**config.mk**
```make
export PLATFORM = sky130hd
export DESIGN_NAME = spi_frame_master
export DESIGN_NICKNAME = d
export VERILOG_FILES = /design/src/rtl/spi_fm_pkg.sv /design/src/rtl/spi_fm_decode.sv /design/src/rtl/spi_fm_timer.sv /design/src/rtl/spi_fm_shifter.sv /design/src/rtl/spi_frame_master.sv
export SDC_FILE = /design/constraint.sdc
export NUM_CORES = 1
export LEC_CHECK = 0
export ABC_AREA = 1
export BUFFER_PORTS_ARGS = -buffer_cell sky130_fd_sc_hd__buf_4
export CAP_MARGIN = 40
export CORE_MARGIN = 5
export CORE_UTILIZATION = 35
export DETAILED_ROUTE_END_ITERATION = 16
export PLACE_DENSITY = 0.6
export SLEW_MARGIN = 40
export SYNTH_ARGS = -nofsm -noshare
export SYNTH_HDL_FRONTEND = slang
export SYNTH_SLANG_ARGS = --single-unit
```
**constraint.sdc**
```tcl
create_clock -name clk -period 3.9 [get_ports clk]
set_input_delay 0.975 -clock clk [delete_from_list [all_inputs] [get_ports clk]]
set_output_delay 0.975 -clock clk [all_outputs]
set_load 0.02 [all_outputs]
```
**src/rtl/spi_fm_pkg.sv**
```systemverilog
package spi_fm_pkg;

    localparam int unsigned CNT_W   = 20;
    localparam int unsigned DATA_W  = 16;
    localparam int unsigned LEN_W   = 4;
    localparam int unsigned EDGE_W  = LEN_W + 2;

    // configuration word field positions
    localparam int unsigned F_LEN_LO   = 27;
    localparam int unsigned F_CPOL     = 26;
    localparam int unsigned F_CPHA     = 25;
    localparam int unsigned F_LSB      = 24;
    localparam int unsigned F_SPRE_LO  = 22;
    localparam int unsigned F_HPRE_LO  = 20;
    localparam int unsigned F_BPRE_LO  = 16;
    localparam int unsigned F_SSC_LO   = 12;
    localparam int unsigned F_HSC_LO   = 8;
    localparam int unsigned F_BSC_LO   = 0;

    localparam logic [LEN_W-1:0] MIN_LEN_M1 = 4'd3;

    typedef enum logic [1:0] {
        ST_IDLE,
        ST_SETUP,
        ST_SHIFT,
        ST_HOLD
    } fm_state_t;

    typedef struct packed {
        logic [LEN_W-1:0] len_m1;
        logic             cpol;
        logic             cpha;
        logic             lsb_first;
        logic [CNT_W-1:0] setup_cyc;
        logic [CNT_W-1:0] hold_cyc;
        logic [CNT_W-1:0] half_cyc;
    } frame_cfg_t;

    // odd prescaler (1,3,5,7) times 2^(scaler + extra)
    function automatic logic [CNT_W-1:0] scaled_cycles(
        input logic [1:0] pre_code,
        input logic [3:0] sc_code,
        input logic       extra
    );
        logic [CNT_W-1:0] base;
        logic [4:0]       amt;
        base = CNT_W'({pre_code, 1'b1});
        amt  = {1'b0, sc_code} + {4'b0000, extra};
        return base << amt;
    endfunction

    // position of frame bit k inside the data word
    function automatic logic [LEN_W-1:0] bit_pos(
        input logic [LEN_W-1:0] k,
        input logic [LEN_W-1:0] len_m1,
        input logic             lsb_first
    );
        return lsb_first ? k : (len_m1 - k);
    endfunction

endpackage

```
**src/rtl/spi_fm_decode.sv**
```systemverilog
module spi_fm_decode
    import spi_fm_pkg::*;
(
    input  logic [31:0] cfg_word,
    output frame_cfg_t  cfg
);
    logic [LEN_W-1:0] raw_len;

    always_comb begin
        raw_len       = cfg_word[F_LEN_LO +: LEN_W];
        cfg.len_m1    = (raw_len < MIN_LEN_M1) ? MIN_LEN_M1 : raw_len;
        cfg.cpol      = cfg_word[F_CPOL];
        cfg.cpha      = cfg_word[F_CPHA];
        cfg.lsb_first = cfg_word[F_LSB];
        cfg.setup_cyc = scaled_cycles(cfg_word[F_SPRE_LO +: 2],
                                      cfg_word[F_SSC_LO +: 4], 1'b1);
        cfg.hold_cyc  = scaled_cycles(cfg_word[F_HPRE_LO +: 2],
                                      cfg_word[F_HSC_LO +: 4], 1'b1);
        cfg.half_cyc  = scaled_cycles(cfg_word[F_BPRE_LO +: 2],
                                      cfg_word[F_BSC_LO +: 4], 1'b0);
    end

endmodule

```
**src/rtl/spi_fm_timer.sv**
```systemverilog
module spi_fm_timer #(
    parameter int unsigned W = 20
) (
    input  logic         clk,
    input  logic         rst,
    input  logic         load,
    input  logic [W-1:0] load_val,
    output logic         zero
);
    logic [W-1:0] cnt_q;

    always_ff @(posedge clk) begin
        if (rst) begin
            cnt_q <= '0;
        end else if (load) begin
            cnt_q <= load_val;
        end else if (cnt_q != '0) begin
            cnt_q <= cnt_q - 1'b1;
        end
    end

    assign zero = (cnt_q == '0);

endmodule

```
**src/rtl/spi_fm_shifter.sv**
```systemverilog
module spi_fm_shifter
    import spi_fm_pkg::*;
(
    input  logic              clk,
    input  logic              rst,
    input  logic              load,
    input  logic [DATA_W-1:0] tx_word,
    input  logic [LEN_W-1:0]  len_m1,
    input  logic              lsb_first,
    input  logic              cpha,
    input  logic              edge_stb,
    input  logic              leading,
    input  logic              first_edge,
    input  logic              miso,
    output logic              mosi,
    output logic [DATA_W-1:0] rx_word
);
    logic [DATA_W-1:0] tx_q;
    logic [DATA_W-1:0] rx_q;
    logic [LEN_W-1:0]  tx_idx;
    logic [LEN_W-1:0]  rx_idx;
    logic              advance;
    logic              capture;

    always_comb begin
        if (cpha) begin
            advance = edge_stb && leading && !first_edge;
            capture = edge_stb && !leading;
        end else begin
            advance = edge_stb && !leading;
            capture = edge_stb && leading;
        end
    end

    always_ff @(posedge clk) begin
        if (rst) begin
            tx_q   <= '0;
            rx_q   <= '0;
            tx_idx <= '0;
            rx_idx <= '0;
        end else if (load) begin
            tx_q   <= tx_word;
            rx_q   <= '0;
            tx_idx <= '0;
            rx_idx <= '0;
        end else begin
            if (advance && (tx_idx != len_m1)) begin
                tx_idx <= tx_idx + 1'b1;
            end
            if (capture) begin
                rx_q[bit_pos(rx_idx, len_m1, lsb_first)] <= miso;
                if (rx_idx != len_m1) begin
                    rx_idx <= rx_idx + 1'b1;
                end
            end
        end
    end

    assign mosi    = tx_q[bit_pos(tx_idx, len_m1, lsb_first)];
    assign rx_word = rx_q;


    idx_in_frame_chk: assert property (@(posedge clk) disable iff (rst)
        (tx_idx <= len_m1) && (rx_idx <= len_m1));

endmodule

```
**src/rtl/spi_frame_master.sv**
```systemverilog
module spi_frame_master
    import spi_fm_pkg::*;
(
    input  logic        clk,
    input  logic        rst,
    input  logic [31:0] cfg_word,
    input  logic        start,
    input  logic [15:0] tx_data,
    output logic        busy,
    output logic        done,
    output logic [15:0] rx_data,
    output logic        sck,
    output logic        mosi,
    output logic        cs_n,
    input  logic        miso
);
    fm_state_t         state_q;
    frame_cfg_t        cfg_live;
    frame_cfg_t        cfg_q;
    logic              sck_q;
    logic              done_q;
    logic [EDGE_W-1:0] edge_cnt;
    logic [EDGE_W-1:0] last_edge;
    logic              t_load;
    logic [CNT_W-1:0]  t_val;
    logic              t_zero;
    logic              accept;
    logic              edge_stb;

    spi_fm_decode u_decode (
        .cfg_word (cfg_word),
        .cfg      (cfg_live)
    );

    spi_fm_timer #(.W(CNT_W)) u_timer (
        .clk      (clk),
        .rst      (rst),
        .load     (t_load),
        .load_val (t_val),
        .zero     (t_zero)
    );

    assign accept    = (state_q == ST_IDLE) && start;
    assign edge_stb  = (state_q == ST_SHIFT) && t_zero;
    assign last_edge = {1'b0, cfg_q.len_m1, 1'b1};

    spi_fm_shifter u_shift (
        .clk        (clk),
        .rst        (rst),
        .load       (accept),
        .tx_word    (tx_data),
        .len_m1     (cfg_q.len_m1),
        .lsb_first  (cfg_q.lsb_first),
        .cpha       (cfg_q.cpha),
        .edge_stb   (edge_stb),
        .leading    (~edge_cnt[0]),
        .first_edge (edge_cnt == '0),
        .miso       (miso),
        .mosi       (mosi),
        .rx_word    (rx_data)
    );

    always_comb begin
        t_load = 1'b0;
        t_val  = cfg_q.half_cyc - 1'b1;
        unique case (state_q)
            ST_IDLE: begin
                if (start) begin
                    t_load = 1'b1;
                    t_val  = cfg_live.setup_cyc - 1'b1;
                end
            end
            ST_SETUP: begin
                t_load = t_zero;
            end
            ST_SHIFT: begin
                t_load = t_zero;
                if (edge_cnt == last_edge) begin
                    t_val = cfg_q.hold_cyc - 1'b1;
                end
            end
            default: begin
                t_load = 1'b0;
            end
        endcase
    end

    always_ff @(posedge clk) begin
        if (rst) begin
            state_q  <= ST_IDLE;
            cfg_q    <= '0;
            sck_q    <= 1'b0;
            done_q   <= 1'b0;
            edge_cnt <= '0;
        end else begin
            done_q <= 1'b0;
            unique case (state_q)
                ST_IDLE: begin
                    sck_q <= cfg_live.cpol;
                    if (start) begin
                        cfg_q   <= cfg_live;
                        state_q <= ST_SETUP;
                    end
                end
                ST_SETUP: begin
                    if (t_zero) begin
                        state_q  <= ST_SHIFT;
                        edge_cnt <= '0;
                    end
                end
                ST_SHIFT: begin
                    if (t_zero) begin
                        sck_q    <= ~sck_q;
                        edge_cnt <= edge_cnt + 1'b1;
                        if (edge_cnt == last_edge) begin
                            state_q <= ST_HOLD;
                        end
                    end
                end
                default: begin
                    if (t_zero) begin
                        state_q <= ST_IDLE;
                        done_q  <= 1'b1;
                    end
                end
            endcase
        end
    end

    assign busy = (state_q != ST_IDLE);
    assign cs_n = (state_q == ST_IDLE);
    assign sck  = sck_q;
    assign done = done_q;


    done_single_chk: assert property (@(posedge clk) disable iff (rst)
        done |=> !done);


    done_at_cs_rise_chk: assert property (@(posedge clk) disable iff (rst)
        done |-> (cs_n && $past(!cs_n)));


    sck_quiet_chk: assert property (@(posedge clk) disable iff (rst)
        (state_q == ST_SETUP || state_q == ST_HOLD) |-> (sck_q == cfg_q.cpol));


    cfg_frozen_chk: assert property (@(posedge clk) disable iff (rst)
        (state_q != ST_IDLE) |=> $stable(cfg_q));


    edge_total_chk: assert property (@(posedge clk) disable iff (rst)
        (state_q == ST_HOLD) |-> (edge_cnt == last_edge + 1'b1));

endmodule

```
==> reports/results.tsv <==
stage	metric	value	unit
global_routing	grt_pass1_wl	38200	µm
route	viasPerCell	5.08	
sta	final.min_clock_period	3.71	ns
sta	setup_viol	0	
critical_path	path_class	flop to output pin	
critical_path	critPathLaunchType	flop	
clocking	cts.clk_slew.worst_paths	0.06	ns
cells_and_area	layout-drive-gt1-share	0.107	
power_and_ir_drop	power-per-cell-area	570	mW/mm²
min_path	hold_path_end	u_shift.tx_q[4]	
clocking	clk_latency	0.43	ns
global_routing	grt_max_degree	54	
route	drtIter0Drc	635	
route	firstDrtPassIters	6	
sta	finalClockSkew	0.0108	ns
critical_path	endpoint_kind	output pin	
clocking	cts_tree	done	
min_path	hp-start	u_shift.tx_q[4]	
critical_path	ff2ff_setup_slack	1.18	ns
floorplanning	num_rows	55	
clocking	h-tree-depth	4	
synth	netlist_instances	1255	
run	cap_violations	0	
sta	tns	0	ns
route	remaining_drc_errors	0	
sta	hold_violations	0	
clocking	clockBufferDepth	2	
power_and_ir_drop	peakVddDrop	0.317	mV
global_routing	track_usage	0.181	
status	run_status	complete, no violations	
clocking	cts-root-buf	clkbuf_16	
synth	yosys_warnings	0	
floorplanning	die_w	160	µm
critical_path	crit_required	2.92	ns
sta	tightest_slew	0.693	ns
floorplanning	design.die.area	0.0256	mm²
clocking	post_cts_buffers	0	
synth	synth_nets	1331	
route	vias	8196	
floorplanning	die_h	160	µm
sta	maxSlewHeadroom	0.533	
clocking	post_cts_resized	0	
synth	synth_flop_cell	dfxtp_1	
global_routing	antenna_found_initial	0	
cells_and_area	final_common_cell	nand2_1	
cells_and_area	final_nets	1391	
synth	synth_cell_types	48	
cells_and_area	final_cell_mix	280 x nand2_1, 173 x nor2_1, 160 x inv_1	
power_and_ir_drop	p_leak	4.22	nW
min_path	holdPathStages	2	
critical_path	reg2reg_depth	17	
critical_path	cp.arrival	2.74	ns
global_routing	grt_pass1_vias	7673	
synth	syn_area_per_cell	6.28	µm²
floorplanning	initial_core_util	0.351	
power_and_ir_drop	p_total	5.26	mW
route	antenna_left	0	
synth	synth-seq-cells	114	
placement	place_congestion	0.915	
route	wire_per_inst	14.5	µm
route	drt_wl_total	23400	µm
synth	syn_area	0.00788	mm²
sta	fin_crit_sh	0.952	
clocking	cts_hold_buf	0	
sta	slew_violations	0	
critical_path	reg2reg_from	u_timer.cnt_q[0]	
sta	fmax	0.269	GHz
critical_path	r2r-end	u_timer.cnt_q[14]	
synth	ys_seq_area_frac	0.290	
placement	port_buffers	65	
cells_and_area	n_antenna_cell	0	
global_routing	grt-ovfl-total	0	
placement	place_hpwl	18200	µm
floorplanning	core	0.0224	mm²
min_path	hold_path.class	flop to flop	
synth	synth_edf_count	0	
floorplanning	pin_count	73	
clocking	cts.sinks	114	
cells_and_area	syn2layout_area_growth	17.0	%
clocking	cts_buffers	17	
sta	rsz0062_at_grt	false	
synth	async_flop_share	0	
critical_path	crit_fanout	8	
## area by class of cell
| class | count | area [µm²] |
|---|---|---|
| timing repair buffer | 70 | 526 |
| clock buffer | 18 | 439 |
| tap | 285 | 357 |
| sequential | 114 | 2280 |
| inverter | 166 | 626 |
| clock inverter | 14 | 154 |
| multi-input combinational | 946 | 4830 |
| fill | 2378 | 13200 |
## Yosys cell counts (3+ instances only)
cell type / instances / share of area
a21oi_1: 68 / 0.043
a22o_1: 7 / 0.0078
a31oi_1: 3 / 0.0024
a32o_1: 6 / 0.0076
buf_2: 4 / 0.0025
buf_6: 3 / 0.0043
clkbuf_1: 19 / 0.0090
dfxtp_1: 114 / 0.29
ha_1: 22 / 0.035
inv_1: 160 / 0.076
inv_2: 4 / 0.0019
nand2_1: 280 / 0.13
nand2_2: 12 / 0.0095
nand3_1: 112 / 0.071
nand3_2: 5 / 0.0064
nand3b_1: 5 / 0.0048
nand4_1: 27 / 0.021
nor2_1: 174 / 0.083
nor2_2: 8 / 0.0064
nor2_4: 3 / 0.0043
nor3_1: 12 / 0.0076
nor4_1: 3 / 0.0024
o211ai_1: 6 / 0.0057
o21a_1: 3 / 0.0029
o21ai_0: 89 / 0.057
o21ai_1: 4 / 0.0025
o221ai_1: 3 / 0.0033
o22ai_1: 26 / 0.021
o31ai_1: 4 / 0.0038
or2_2: 4 / 0.0032
xnor2_1: 7 / 0.0078
xor2_1: 34 / 0.038
## registers in the layout (all words and copies together), names as in the netlist, 2 cells and up
name and flops:
u_shift.tx_q 16, cfg_q 44, edge_cnt 6, u_shift.rx_word 16, u_shift.rx_idx 4, u_shift.tx_idx 4, state_q 2, u_timer.cnt_q 20
## per-stage QoR
stage	worst slack [ns]	hold WS, ns	util	area, µm²	cells
final	0.187	0.460	0.411	9220	1613
after global routing	0.0561	0.482	0.411	9220	1613
after CTS	0.158	0.459	0.411	9220	1613
after detailed placement	0.632	0.447	0.384	8620	1581
after global placement	0.683	0.444	0.384	8620	1581
after floorplan	0.793	0.419	-	7880	1255
## worst max-delay path, cell delays in order (launching register included)
cell and delay, ns:
dfxtp_1 0.33, inv_1 0.10, ha_1 0.25, fa_1 0.50
nand2_1 0.05, o21ai_1 0.28, o21ai_0 0.16, a21oi_1 0.15
a21oi_1 0.06, nand2_1 0.06, o211ai_1 0.08, o31ai_1 0.10
buf_4 0.20
## worst max path at each step
stage	start	to	slack (ns)	cells after the start
2_1_floorplan	cfg_q[63]	mosi	0.79	8
6_report	cfg_q[63]	mosi	0.19	12
5_1_grt	cfg_q[63]	mosi	0.06	12
3_5_place_dp	cfg_q[63]	mosi	0.63	12
3_3_place_gp	cfg_q[63]	mosi	0.68	12
4_1_cts	cfg_q[63]	mosi	0.16	12
## metal layers
| metal | vias to the layer above | global-route usage | part of all wire |
|---|---|---|---|
| met1 | 3672 | 0.241 | 0.47 |
| met4 | 0 | 0.0688 | 0.026 |
| li1 | 4268 | - | - |
| met5 | - | 0 | 0 |
| met2 | 213 | 0.290 | 0.46 |
| met3 | 43 | 0.0338 | 0.048 |
## report_power, final
group          internal, mW  leakage, nW  total (mW)  switching [mW]
Combinational         0.732         3.02        2.18            1.45
Clock                 0.964        0.277        1.58           0.612
Sequential             1.34        0.929        1.50           0.160
Total                  3.04         4.22        5.26            2.22
## kinds of logic (layout without fill, tap and decap cells)
group	Yosys count	count (layout)	synth area share
fa+ha+maj	24	24	0.0400
flops	114	114	0.290
xor+xnor	41	41	0.0456
simple gates	653	653	0.362
compound gates	228	228	0.166
buf+inv	195	268	0.0973
No activity file was read; power rests on OpenSTA's default activity.
